[config.mk]
export PLATFORM = sky130hd
export DESIGN_NAME = mgmt_mdio_master
export DESIGN_NICKNAME = d
export VERILOG_FILES = /design/src/rtl/mdio_mgmt_pkg.sv /design/src/rtl/mdio_clk_gen.sv /design/src/rtl/mdio_frame_seq.sv /design/src/rtl/mdio_reg_bank.sv /design/src/rtl/mgmt_mdio_master.sv
export SDC_FILE = /design/constraint.sdc
export NUM_CORES = 1
export LEC_CHECK = 0
export BUFFER_PORTS_ARGS = -buffer_cell sky130_fd_sc_hd__buf_2
export CAP_MARGIN = 20
export CORE_MARGIN = 5
export CORE_UTILIZATION = 31
export CTS_CLUSTER_SIZE = 24
export DETAILED_ROUTE_END_ITERATION = 8
export SLEW_MARGIN = 0
export SYNTH_ARGS = -nofsm -noshare
export SYNTH_HDL_FRONTEND = slang
export SYNTH_HIERARCHICAL = 1
export SYNTH_SLANG_ARGS = --single-unit
[constraint.sdc]
create_clock -name clk -period 5.7 [get_ports clk]
set_input_delay 0.57 -clock clk [delete_from_list [all_inputs] [get_ports clk]]
set_output_delay 0.57 -clock clk [all_outputs]
set_load 0.03 [all_outputs]
[src/rtl/mdio_mgmt_pkg.sv]
package mdio_mgmt_pkg;

    localparam int REG_ADDR_W = 12;
    localparam int BUS_W      = 32;
    localparam int MII_DATA_W = 16;
    localparam int MII_ADR_W  = 5;

    localparam logic [REG_ADDR_W-1:0] OFS_FRAME_ADR = 12'h7E4;
    localparam logic [REG_ADDR_W-1:0] OFS_WR_DATA   = 12'h7E8;
    localparam logic [REG_ADDR_W-1:0] OFS_RD_DATA   = 12'h7EC;
    localparam logic [REG_ADDR_W-1:0] OFS_CONTROL   = 12'h7F0;

    localparam int CTL_STATUS_BIT = 0;
    localparam int CTL_ENABLE_BIT = 3;
    localparam int ADR_DIR_BIT    = 2 * MII_ADR_W;
    localparam int ADR_FIELD_W    = ADR_DIR_BIT + 1;

    localparam int PRE_LEN   = 32;
    localparam int HDR_LEN   = 4 + 2 * MII_ADR_W;
    localparam int TA_LEN    = 2;
    localparam int FRAME_LEN = PRE_LEN + HDR_LEN + TA_LEN + MII_DATA_W;
    localparam int IDX_W     = $clog2(FRAME_LEN);

    localparam int LAST_PRE  = PRE_LEN - 1;
    localparam int LAST_HDR  = PRE_LEN + HDR_LEN - 1;
    localparam int LAST_TA   = PRE_LEN + HDR_LEN + TA_LEN - 1;
    localparam int LAST_DATA = FRAME_LEN - 1;

    typedef enum logic [2:0] {
        ST_IDLE,
        ST_PREAMBLE,
        ST_HEADER,
        ST_TURN,
        ST_DATA,
        ST_TAIL
    } frame_state_t;

endpackage

[src/rtl/mdio_clk_gen.sv]
module mdio_clk_gen #(
    parameter int HALF_DIV = 20
) (
    input  logic clk,
    input  logic rst_n,
    input  logic run,
    output logic mdc,
    output logic rise_tick,
    output logic fall_tick
);
    localparam int CW = (HALF_DIV > 1) ? $clog2(HALF_DIV) : 1;
    localparam logic [CW-1:0] CNT_LAST = CW'(HALF_DIV - 1);

    logic [CW-1:0] cnt_q;
    logic          mdc_q;
    logic          half_tick;

    assign half_tick = run && (cnt_q == CNT_LAST);
    assign rise_tick = half_tick && !mdc_q;
    assign fall_tick = half_tick && mdc_q;
    assign mdc       = mdc_q;

    always_ff @(posedge clk) begin
        if (!rst_n) begin
            cnt_q <= '0;
            mdc_q <= 1'b0;
        end else if (!run) begin
            cnt_q <= '0;
            mdc_q <= 1'b0;
        end else if (half_tick) begin
            cnt_q <= '0;
            mdc_q <= !mdc_q;
        end else begin
            cnt_q <= cnt_q + 1'b1;
        end
    end
endmodule

[src/rtl/mdio_frame_seq.sv]
module mdio_frame_seq
    import mdio_mgmt_pkg::*;
(
    input  logic                   clk,
    input  logic                   rst_n,
    input  logic                   enable,
    input  logic                   start,
    input  logic                   op_read,
    input  logic [MII_ADR_W-1:0]   phy_adr,
    input  logic [MII_ADR_W-1:0]   reg_adr,
    input  logic [MII_DATA_W-1:0]  wr_word,
    input  logic                   rise_tick,
    input  logic                   fall_tick,
    input  logic                   mdio_in,
    output logic                   busy,
    output logic                   done,
    output logic                   done_read,
    output logic [MII_DATA_W-1:0]  rd_word,
    output logic                   mdio_out,
    output logic                   mdio_oe
);
    frame_state_t            state_q, state_d;
    logic [FRAME_LEN-1:0]    shift_q;
    logic [IDX_W-1:0]        idx_q;
    logic                    rd_op_q;
    logic [MII_DATA_W-1:0]   cap_q;
    logic                    shifting;

    assign shifting = rise_tick && (state_q inside {ST_PREAMBLE, ST_HEADER, ST_TURN, ST_DATA});

    always_comb begin
        state_d = state_q;
        unique case (state_q)
            ST_IDLE:     if (start) state_d = ST_PREAMBLE;
            ST_PREAMBLE: if (rise_tick && idx_q == IDX_W'(LAST_PRE))  state_d = ST_HEADER;
            ST_HEADER:   if (rise_tick && idx_q == IDX_W'(LAST_HDR))  state_d = ST_TURN;
            ST_TURN:     if (rise_tick && idx_q == IDX_W'(LAST_TA))   state_d = ST_DATA;
            ST_DATA:     if (rise_tick && idx_q == IDX_W'(LAST_DATA)) state_d = ST_TAIL;
            ST_TAIL:     if (fall_tick) state_d = ST_IDLE;
            default:     state_d = ST_IDLE;
        endcase
        if (state_q != ST_IDLE && !enable) state_d = ST_IDLE;
    end

    always_ff @(posedge clk) begin
        if (!rst_n) begin
            state_q <= ST_IDLE;
            shift_q <= '0;
            idx_q   <= '0;
            rd_op_q <= 1'b0;
            cap_q   <= '0;
        end else begin
            state_q <= state_d;
            if (state_q == ST_IDLE && start) begin
                shift_q <= {{PRE_LEN{1'b1}}, 2'b01,
                            (op_read ? 2'b10 : 2'b01),
                            phy_adr, reg_adr, 2'b10, wr_word};
                idx_q   <= '0;
                rd_op_q <= op_read;
            end else if (shifting) begin
                shift_q <= {shift_q[FRAME_LEN-2:0], 1'b0};
                idx_q   <= idx_q + 1'b1;
                if (state_q == ST_DATA) cap_q <= {cap_q[MII_DATA_W-2:0], mdio_in};
            end
        end
    end

    always_comb begin
        busy      = (state_q != ST_IDLE);
        done      = (state_q == ST_TAIL) && fall_tick && enable;
        done_read = rd_op_q;
        rd_word   = cap_q;
        mdio_out  = shift_q[FRAME_LEN-1];
        unique case (state_q)
            ST_PREAMBLE, ST_HEADER: mdio_oe = 1'b1;
            ST_TURN, ST_DATA:       mdio_oe = !rd_op_q;
            default:                mdio_oe = 1'b0;
        endcase
    end
endmodule

[src/rtl/mdio_reg_bank.sv]
module mdio_reg_bank
    import mdio_mgmt_pkg::*;
(
    input  logic                   clk,
    input  logic                   rst_n,
    input  logic                   bus_wr,
    input  logic [REG_ADDR_W-1:0]  bus_addr,
    input  logic [BUS_W-1:0]       bus_wdata,
    output logic [BUS_W-1:0]       bus_rdata,
    input  logic                   busy,
    input  logic                   done,
    input  logic                   done_read,
    input  logic [MII_DATA_W-1:0]  rd_word,
    output logic                   en_q,
    output logic                   en_next,
    output logic                   start,
    output logic                   op_read,
    output logic [MII_ADR_W-1:0]   phy_adr,
    output logic [MII_ADR_W-1:0]   reg_adr,
    output logic [MII_DATA_W-1:0]  wr_word,
    output logic [MII_DATA_W-1:0]  rd_hold
);
    logic [ADR_FIELD_W-1:0] adr_q;
    logic [MII_DATA_W-1:0]  wdat_q;
    logic [MII_DATA_W-1:0]  rdat_q;
    logic                   ctl_wr;
    logic                   unused_hi;

    assign unused_hi = ^bus_wdata[BUS_W-1:MII_DATA_W];
    assign ctl_wr    = bus_wr && (bus_addr == OFS_CONTROL);
    assign en_next   = ctl_wr ? bus_wdata[CTL_ENABLE_BIT] : en_q;
    assign start     = ctl_wr && bus_wdata[CTL_STATUS_BIT] && bus_wdata[CTL_ENABLE_BIT] && !busy;
    assign op_read   = adr_q[ADR_DIR_BIT];
    assign phy_adr   = adr_q[2*MII_ADR_W-1:MII_ADR_W];
    assign reg_adr   = adr_q[MII_ADR_W-1:0];
    assign wr_word   = wdat_q;
    assign rd_hold   = rdat_q;

    always_ff @(posedge clk) begin
        if (!rst_n) begin
            adr_q  <= '0;
            wdat_q <= '0;
            rdat_q <= '0;
            en_q   <= 1'b0;
        end else begin
            if (bus_wr && bus_addr == OFS_FRAME_ADR) adr_q  <= bus_wdata[ADR_FIELD_W-1:0];
            if (bus_wr && bus_addr == OFS_WR_DATA)   wdat_q <= bus_wdata[MII_DATA_W-1:0];
            en_q <= en_next;
            if (done && done_read) rdat_q <= rd_word;
        end
    end

    always_comb begin
        bus_rdata = '0;
        case (bus_addr)
            OFS_FRAME_ADR: bus_rdata[ADR_FIELD_W-1:0] = adr_q;
            OFS_WR_DATA:   bus_rdata[MII_DATA_W-1:0]  = wdat_q;
            OFS_RD_DATA:   bus_rdata[MII_DATA_W-1:0]  = rdat_q;
            OFS_CONTROL: begin
                bus_rdata[CTL_ENABLE_BIT] = en_q;
                bus_rdata[CTL_STATUS_BIT] = busy;
            end
            default: bus_rdata = '0;
        endcase
    end
endmodule

[src/rtl/mgmt_mdio_master.sv]
module mgmt_mdio_master
    import mdio_mgmt_pkg::*;
#(
    parameter int MDC_HALF = 20
) (
    input  logic        clk,
    input  logic        rst_n,
    input  logic        bus_wr,
    input  logic [11:0] bus_addr,
    input  logic [31:0] bus_wdata,
    output logic [31:0] bus_rdata,
    output logic        mdc,
    output logic        mdio_o,
    output logic        mdio_oe,
    input  logic        mdio_i
);
    logic                  en_q, en_next, start_req, op_read;
    logic [MII_ADR_W-1:0]  phy_adr, reg_adr;
    logic [MII_DATA_W-1:0] wr_word, rd_word, rd_hold;
    logic                  seq_busy, seq_done, seq_done_read;
    logic                  rise_tick, fall_tick;

    mdio_reg_bank u_regs (
        .clk(clk), .rst_n(rst_n),
        .bus_wr(bus_wr), .bus_addr(bus_addr), .bus_wdata(bus_wdata), .bus_rdata(bus_rdata),
        .busy(seq_busy), .done(seq_done), .done_read(seq_done_read), .rd_word(rd_word),
        .en_q(en_q), .en_next(en_next), .start(start_req), .op_read(op_read),
        .phy_adr(phy_adr), .reg_adr(reg_adr), .wr_word(wr_word), .rd_hold(rd_hold)
    );

    mdio_clk_gen #(.HALF_DIV(MDC_HALF)) u_clk (
        .clk(clk), .rst_n(rst_n), .run(seq_busy && en_next),
        .mdc(mdc), .rise_tick(rise_tick), .fall_tick(fall_tick)
    );

    mdio_frame_seq u_seq (
        .clk(clk), .rst_n(rst_n), .enable(en_next), .start(start_req),
        .op_read(op_read), .phy_adr(phy_adr), .reg_adr(reg_adr), .wr_word(wr_word),
        .rise_tick(rise_tick), .fall_tick(fall_tick), .mdio_in(mdio_i),
        .busy(seq_busy), .done(seq_done), .done_read(seq_done_read), .rd_word(rd_word),
        .mdio_out(mdio_o), .mdio_oe(mdio_oe)
    );
endmodule

==> results of run 1 <==
state kept, by name, indices dropped and copies added (netlist names), 3 cells and up:
register and cells:
u_seq/shift_q 64, u_regs/rd_hold 16, u_regs/wr_word 16, u_seq/rd_word 16
u_regs/adr_q 11, u_seq/idx_q 6, u_clk/cnt_q 5, u_seq/state_q 3
power breakdown:
| part | internal [W] | switching, W |
|---|---|---|
| Clock | 0.000588 | 0.000389 |
| Sequential | 0.000979 | 0.0000000248 |
| Combinational | 0.0000167 | 0.0000445 |
| Total | 0.00158 | 0.000434 |
cell families after synthesis:
family                   count (synthesis)
AO/OA/AOI/OAI                          138
flip-flops                             140
other                                    1
XOR/XNOR                                 9
adder cells (fa/ha/maj)                  3
AND/OR/NAND/NOR                        334
buffers and inverters                   74
multiplexers                            24
Yosys cell counts, types with 10 or more instances:
cell type / number / area, um2
sky130_fd_sc_hd__nor2_1: 49 / 184
sky130_fd_sc_hd__a21boi_0: 15 / 113
sky130_fd_sc_hd__buf_4: 24 / 180
sky130_fd_sc_hd__clkbuf_1: 23 / 86.3
sky130_fd_sc_hd__nand3_1: 24 / 120
sky130_fd_sc_hd__buf_2: 10 / 50.1
sky130_fd_sc_hd__nor3_1: 52 / 260
sky130_fd_sc_hd__nor3_2: 16 / 160
sky130_fd_sc_hd__o21ai_0: 29 / 145
sky130_fd_sc_hd__a22oi_1: 24 / 180
sky130_fd_sc_hd__mux2i_1: 23 / 230
sky130_fd_sc_hd__dfxtp_1: 140 / 2800
sky130_fd_sc_hd__nand2_1: 152 / 571
sky130_fd_sc_hd__a21oi_1: 38 / 190
sky130_fd_sc_hd__a21boi_1: 13 / 97.6
per-layer routing:
layer | share of wire, % | vias to the layer above | track usage, %
met3 | 4.0 | 18 | 2.84
met5 | 0 | - | 0
met1 | 50 | 2323 | 17.7
met2 | 45 | 105 | 19.4
li1 | - | 2505 | -
met4 | 1.3 | 0 | 3.94
tightest hold or removal path, delay by kind of cell:
family / cells / cell delay [ns]
compound gates: 1 / 0.06
buf+inv: 1 / 0.09
simple gates: 1 / 0.04
per-stage QoR:
| stage | total power, W | setup WS [ns] | area (um2) | instances | hold WS (ns) |
|---|---|---|---|---|---|
| after floorplan | 0.00105 | 2.93 | 6240 | 738 | 0.418 |
| after global placement | 0.00106 | 2.06 | 6460 | 992 | 0.432 |
| after detailed placement | 0.00106 | 2.02 | 6460 | 992 | 0.436 |
| after CTS | 0.00204 | 2.46 | 6970 | 1020 | 0.382 |
| after global routing | 0.00210 | 2.17 | 6990 | 1021 | 0.393 |
| final | 0.00202 | 2.43 | 6990 | 1021 | 0.400 |
layout make-up:
type                    instances  area [um2]
fillers                      2069       12500
multi-input cells             524        3000
flip-flops and latches        140        2800
clock buffers                  21         440
well taps                     265         332
repair buffers                 59         322
clock inverters                 7        72.6
inverters                       5        21.3
how the worst max path moves through the flow:
stage / start / to / slack [ns] / cells after the start
2_1_floorplan: bus_addr[0] / u_seq/state_q[1] / 2.93 / 11
3_3_place_gp: bus_addr[3] / u_seq/idx_q[0] / 2.06 / 12
3_5_place_dp: bus_addr[3] / u_seq/idx_q[0] / 2.02 / 12
4_1_cts: bus_addr[3] / u_seq/idx_q[0] / 2.46 / 12
5_1_grt: bus_addr[3] / u_seq/idx_q[0] / 2.17 / 12
6_report: bus_addr[3] / u_seq/idx_q[0] / 2.43 / 12
==> results.txt, run 1 <==
----------------------------------------------------
[Worst setup path]
  Classification of the worst setup path ... in -> reg
  Data required time at the worst endpoint ... 5.99 ns
  R2r startpoint ... u_seq/state_q[0]
  Worst R2R Path Depth ... 10
  Nature of the critical path endpoint ... flip-flop
  Sum of buffers and inverters on the critical path ... 3
  Slowest library cell on the worst path ... sky130_fd_sc_hd__and3_2
  Worst r2r dst ... u_seq/idx_q[0]
  Largest delay share family, worst path ... simple AND/OR/NAND/NOR gates
  CP arrival ... 3.56 ns
  Critical path startpoint category ... input pin
  Setup slack on the worst flop-to-flop path ... 2.77 ns
  Worst path cell trace ... buf_2, and4bb_2, nand4_1, mux2_1, and2_1, nand2_1, nor2_1, buf_4, and3_2, buf_4, xnor2_1, nor2_1
  Max stage delay on crit path ... 0.62 ns
  Peak fanout along the critical path ... 31

[Floorplanning]
  IO Pins ... 83
  Chip width ... 151 um
  Die Y ... 151 um
  Row Count ... 51
  Area of the die ... 0.0229 mm2
  Initial cell density of the core ... 31.7%
  Core Region ... 0.0195 mm2

[Drt]
  Drt wl/cell ... 13.7 um
  Via count of the routed design ... 4951
  Overall routed net length ... 14000 um
  Post-DR vias/cell ... 4.85
  Antenna-violating nets left ... 0
  Drt pass-1 iters ... 5
  Starting DRC count in detailed routing ... 319
  Number of remaining DRC errors ... 0

[Finish]
  Area overhead of the layout relative to synthesis ... 13.0%
  Most common library cell in the layout ignoring fill and taps ... sky130_fd_sc_hd__nand2_1
  Final nets ... 798
  Leading cell types in the layout, fill and taps excluded ... sky130_fd_sc_hd__nand2_1, sky130_fd_sc_hd__dfxtp_1, sky130_fd_sc_hd__nor3_1
  Share of post-route cells with drive strength above 1 ... 15.5%
  Post-Route Utilization ... 35.8%
  Number of diodes added for antenna fixing ... 0

[Global routing]
  Via count of the first global-routing pass ... 4644
  Overall fraction of global-route tracks in use ... 12.7%
  Wire length of the first global-routing pass ... 23600 um
  Antenna violations before repair ... 0
  Pin count of the biggest net entering global routing ... 63
  Total gr overflow ... 0

[Hold path]
  HP Class ... in -> reg
  Worst hold path depth ... 3
  Min-Delay Startpoint ... bus_wdata[12]
  Hold Path Sink ... u_regs/wr_word[12]

[Clock tree]
  H-Tree Depth ... 4
  TritonCTS Buffers ... 17
  Postcts setup bufs ... 0
  Clk Latency, worst-skew pair ... 0.41 ns
  Clock-pin slew on the worst setup and hold paths ... 0.06 ns
  Cts hold-fix bufs ... 0
  Number of sinks driven by the clock tree ... 140
  TritonCTS clock tree ... done
  Root buf cell ... sky130_fd_sc_hd__clkbuf_16
  Maximum number of buffers from clock root to sink ... 2
  Resized cells post-CTS ... 0

[Logic synthesis]
  Largest family of logic cells by synthesized area ... simple AND/OR/NAND/NOR gates
  Number of register bits inferred by synthesis ... 140
  Multiplexer share of the synthesized area ... 3.91%
  Fraction of the yosys area taken by sequential cells ... 45.3%
  Synth Area in Adders ... 0.607%
  Proportion of register bits with asynchronous set or reset after synthesis ... 0%
  Syn avg cell area ... 8.55 um2
  Fraction of the mapped netlist area in compound gates ... 14.6%
  Post-synthesis cell type count ... 58
  Top flip-flop cell by instance count after synthesis ... sky130_fd_sc_hd__dfxtp_1
  Synth warn ... 6
  Synth Area in Simple Gates ... 27.1%
  Area share of xor/xnor cells in the synthesized design ... 1.27%
  Number of enable flip-flop cells after synthesis ... 0
  Summed instance area of the synthesized netlist ... 0.00618 mm2
  Cell count after synthesis ... 723

[Timing]
  Clock period minus worst slack ... 3.27 ns
  Pins Over Slew Limit ... 0
  Sum of negative setup slack ... 0 ns
  Fin crit share ... 57.4%
  Fmax ... 0.305 GHz
  Setup-violating endpoint count in the final report ... 0
  Setup repair after global routing missed its margin ... no
  Worst Skew ... 0.00546 ns
  Number of hold-slack violations in the final timing report ... 0
  Actual slew at the worst max-slew pin ... 0.858 ns
  Slew Limit Headroom ... 42.8%

[Place]
  Port Buf Inserts ... 50
  Detailed-placement wirelength estimate ... 9040 um
  Final RePlAce weighted congestion ... 0.774

[Pwr]
  Leakage component of the power ... 2.61 nW
  Power per unit of standard cell area ... 289 mW/mm2
  IR Drop Worst-Case VDD ... 0.172 mV

[Job]
  Max-cap violations ... 0

[Status]
  Outcome ... complete, no violations

----------------------------------------------------
No activity file was read; power rests on OpenSTA's default activity.
==> run 2: changes to the inputs <==
--- a/config.mk
+++ b/config.mk
@@ -5,6 +5,7 @@
 export SDC_FILE = /design/constraint.sdc
 export NUM_CORES = 1
 export LEC_CHECK = 0
+export ABC_AREA = 1
 export BUFFER_PORTS_ARGS = -buffer_cell sky130_fd_sc_hd__buf_2
 export CAP_MARGIN = 20
 export CORE_MARGIN = 5
==> constraint.sdc (replaced) <==
create_clock -name clk -period 3.24 [get_ports clk]
set_input_delay 0.324 -clock clk [delete_from_list [all_inputs] [get_ports clk]]
set_output_delay 0.324 -clock clk [all_outputs]
set_load 0.03 [all_outputs]
==> run 2 against run 1 <==
Sequential power grew 80%; first-iteration DRC count fell by 1.9%; via count up 15%; global-route usage about the same; wire length is 6.6% higher; synthesized cell count rose by 30%; critical path depth grew 4; sequential cell count stayed put.
==> results.txt, run 2 <==
----------------------------------------------------
[Timing]
  Worst Skew ... 0.0121 ns (+0.00661 ns)
  Final worst-path setup slack ... 0.788 ns (-1.64 ns)
  Setup-violating endpoint count in the final report ... 0 (unchanged)
  Number of hold-slack violations in the final timing report ... 0 (unchanged)
  Slew Limit Headroom ... 40.9% (-1.9 points)
  Pins Over Slew Limit ... 0 (unchanged)
  Clock period minus worst slack ... 2.45 ns
  Fmax ... 0.408 GHz
  Fin crit share ... 75.7%
  Sum of negative setup slack ... 0 ns (unchanged)
  Actual slew at the worst max-slew pin ... 0.883 ns (+0.0252 ns)
  Setup repair after global routing missed its margin ... no

[Logic synthesis]
  Top flip-flop cell by instance count after synthesis ... sky130_fd_sc_hd__dfxtp_1
  Proportion of register bits with asynchronous set or reset after synthesis ... 0% (unchanged)
  Summed instance area of the synthesized netlist ... 0.00658 mm2 (+6.4%)
  Fraction of the yosys area taken by sequential cells ... 42.6% (-2.7 points)
  Fraction of post-synthesis cell area in the top cell type by area ... 42.6% (-2.7 points)
  Most frequent cells after synthesis ... sky130_fd_sc_hd__nand2_1, sky130_fd_sc_hd__nor2_1, sky130_fd_sc_hd__dfxtp_1
  Most frequently used cell type in the post-synthesis netlist ... sky130_fd_sc_hd__nand2_1
  Synth warn ... 6 (unchanged)
  Number of enable flip-flop cells after synthesis ... 0 (unchanged)
  Syn avg cell area ... 6.99 um2 (-18%)
  Cells taking the most area after synthesis ... sky130_fd_sc_hd__dfxtp_1, sky130_fd_sc_hd__nand2_1, sky130_fd_sc_hd__nor2_1
  Yosys top cell by area ... sky130_fd_sc_hd__dfxtp_1
  Post-synthesis cell type count ... 34 (-41%)
  Cell count after synthesis ... 941 (+30%)
  Number of register bits inferred by synthesis ... 140 (unchanged)

[Worst setup path]
  Peak fanout along the critical path ... 10 (-68%)
  CP arrival ... 2.76 ns (-0.80 ns)
  Data required time at the worst endpoint ... 3.55 ns (-2.44 ns)
  Nature of the critical path endpoint ... flip-flop
  Worst R2R Path Depth ... 16 (+6)
  Classification of the worst setup path ... reg -> reg
  Setup slack on the worst flop-to-flop path ... 0.79 ns (-1.98 ns)
  Critical path startpoint category ... flip-flop

[Drt]
  Drt pass-1 iters ... 5 (unchanged)
  Post-DR vias/cell ... 4.50 (-7.1%)
  Number of remaining DRC errors ... 0 (unchanged)
  Overall routed net length ... 15000 um (+6.6%)
  Starting DRC count in detailed routing ... 313 (-1.9%)
  Antenna-violating nets left ... 0 (unchanged)
  Drt wl/cell ... 11.9 um (-14%)
  Via count of the routed design ... 5676 (+15%)

[Finish]
  Register with the most flip-flops ... u_seq/shift_q
  Flip-flop count of the largest register, all copies and words added ... 64 (unchanged)
  Post-Route Utilization ... 35.8% (about the same)
  Layout Cells excl Fill ... 1260 (+23%)
  Final nets ... 1023 (+28%)
  Most common library cell in the layout ignoring fill and taps ... sky130_fd_sc_hd__nand2_1
  Leading cell types in the layout, fill and taps excluded ... sky130_fd_sc_hd__nand2_1, sky130_fd_sc_hd__nor2_1, sky130_fd_sc_hd__dfxtp_1
  Share of post-route cells with drive strength above 1 ... 14.8% (-0.65 points)
  Area overhead of the layout relative to synthesis ... 13.9%
  Number of diodes added for antenna fixing ... 0 (unchanged)

[Floorplanning]
  Initial cell density of the core ... 31.4% (-0.27 points)
  Die Y ... 156 um (+2.9%)
  Chip width ... 156 um (+2.9%)
  IO Pins ... 83 (unchanged)
  Core Region ... 0.0210 mm2 (+7.3%)
  Area of the die ... 0.0242 mm2 (+6.0%)
  Row Count ... 53 (+3.9%)

[Global routing]
  Antenna violations before repair ... 0 (unchanged)
  M1 GR Usage ... 17.0% (-0.72 points)
  Met2 GRT Util ... 19.9% (+0.53 points)
  Total gr overflow ... 0 (unchanged)
  Met3 GRT Util ... 2.86% (+0.015 points)
  Via count of the first global-routing pass ... 5202 (+12%)
  Wire length of the first global-routing pass ... 25300 um (+7.2%)
  Global routing's busiest layer ... met2
  Pin count of the biggest net entering global routing ... 59 (-6.3%)
  Overall fraction of global-route tracks in use ... 12.7% (+0.038 points)

[Hold path]
  Worst hold path depth ... 3 (unchanged)
  HP Class ... in -> reg

[Clock tree]
  Postcts setup bufs ... 0 (unchanged)
  Maximum number of buffers from clock root to sink ... 2 (unchanged)
  Root buf cell ... sky130_fd_sc_hd__clkbuf_16
  TritonCTS Buffers ... 17 (unchanged)
  Resized cells post-CTS ... 0 (unchanged)
  TritonCTS clock tree ... done
  Clk Latency, worst-skew pair ... 0.42 ns (about the same)
  H-Tree Depth ... 4 (unchanged)
  Cts hold-fix bufs ... 0 (unchanged)
  Clock-pin slew on the worst setup and hold paths ... 0.06 ns (about the same)
  Number of sinks driven by the clock tree ... 140 (unchanged)

[Place]
  Detailed-placement wirelength estimate ... 10200 um (+13%)
  Final RePlAce weighted congestion ... 0.802 (+3.6%)
  Minimum setup slack after placement ... 0.483 ns (-1.54 ns)
  Port Buf Inserts ... 50 (unchanged)
  Placed cell count ... 1228 (+24%)

[Pwr]
  IR Drop Worst-Case VDD ... 0.383 mV (+120%)
  Leakage component of the power ... 3.09 nW (+18%)
  Power per unit of standard cell area ... 531 mW/mm2 (+84%)
  Pwr Total ... 0.00398 W (+97%)

[Status]
  Outcome ... complete, no violations

[Job]
  Max-cap violations ... 0 (unchanged)

----------------------------------------------------
[run 2: cell types whose count changed after synthesis, moves of 23 or more]
cell,previous run,this run
sky130_fd_sc_hd__nor2_1,49,196
sky130_fd_sc_hd__a22oi_1,24,0
sky130_fd_sc_hd__nor3_1,52,5
sky130_fd_sc_hd__mux2i_1,23,0
sky130_fd_sc_hd__nand4_1,7,35
sky130_fd_sc_hd__nand2_1,152,210
sky130_fd_sc_hd__o21ai_0,29,62
sky130_fd_sc_hd__inv_1,3,80
[run 2: logic make-up after synthesis]
family          share of synthesized area (%)
fa+ha+maj                               0.571
flops                                    42.6
buf+inv                                  11.2
compound gates                           10.5
other cells                            0.0570
xor+xnor                                0.533
simple gates                             34.5
[run 2: final cells by class]
type / instances / area [um2]
Clock inverter: 14 / 133
Fill cell: 2316 / 13500
Timing Repair Buffer: 62 / 353
Inverter: 89 / 334
Tap cell: 275 / 344
Multi-Input combinational cell: 662 / 3100
Sequential cell: 140 / 2800
Clock buffer: 18 / 429
[run 2: final timing paths]
| path | startpoint | endpoint |
|---|---|---|
| worst min-delay path | mdio_i | u_seq/rd_word[0] |
| worst max register to register | u_seq/state_q[2] | u_seq/state_q[1] |
| worst max-delay path | u_seq/state_q[2] | u_seq/state_q[1] |
| worst min register to register | u_seq/rd_word[15] | u_seq/rd_word[15] |
[run 2: metrics by stage]
stage	hold WS (ns)	area [um2]
2_1_floorplan	0.418	6640
3_3_place_gp	0.427	6930
3_5_place_dp	0.439	6930
4_1_cts	0.205	7490
5_1_grt	0.252	7490
6_report	0.216	7490
[run 2: report_power, final]
group | switching (W) | internal [W]
clock | 0.000785 | 0.00107
combinational | 0.000261 | 0.000105
sequential | 0.0000279 | 0.00173
[run 2: per-layer routing]
metal	wire length, um	part of all wire (%)
met1	7360	49
met2	6660	45
met3	605	4.0
met4	321	2.1
met5	0	0
[run 2: worst max-delay path, cell delays in order (launching register included)]
cell	delay [ns]
sky130_fd_sc_hd__dfxtp_1	0.53
sky130_fd_sc_hd__inv_2	0.12
sky130_fd_sc_hd__nand2_2	0.17
sky130_fd_sc_hd__nand2_1	0.07
sky130_fd_sc_hd__inv_1	0.06
sky130_fd_sc_hd__nand2_1	0.07
sky130_fd_sc_hd__inv_1	0.07
sky130_fd_sc_hd__nand3_1	0.09
sky130_fd_sc_hd__nor2_1	0.12
sky130_fd_sc_hd__buf_4	0.16
sky130_fd_sc_hd__nand4_1	0.15
sky130_fd_sc_hd__o21bai_1	0.26
sky130_fd_sc_hd__nand2_1	0.08
sky130_fd_sc_hd__nor2_1	0.21
sky130_fd_sc_hd__nand2_1	0.08
sky130_fd_sc_hd__nand2_1	0.06
sky130_fd_sc_hd__nor2_1	0.04
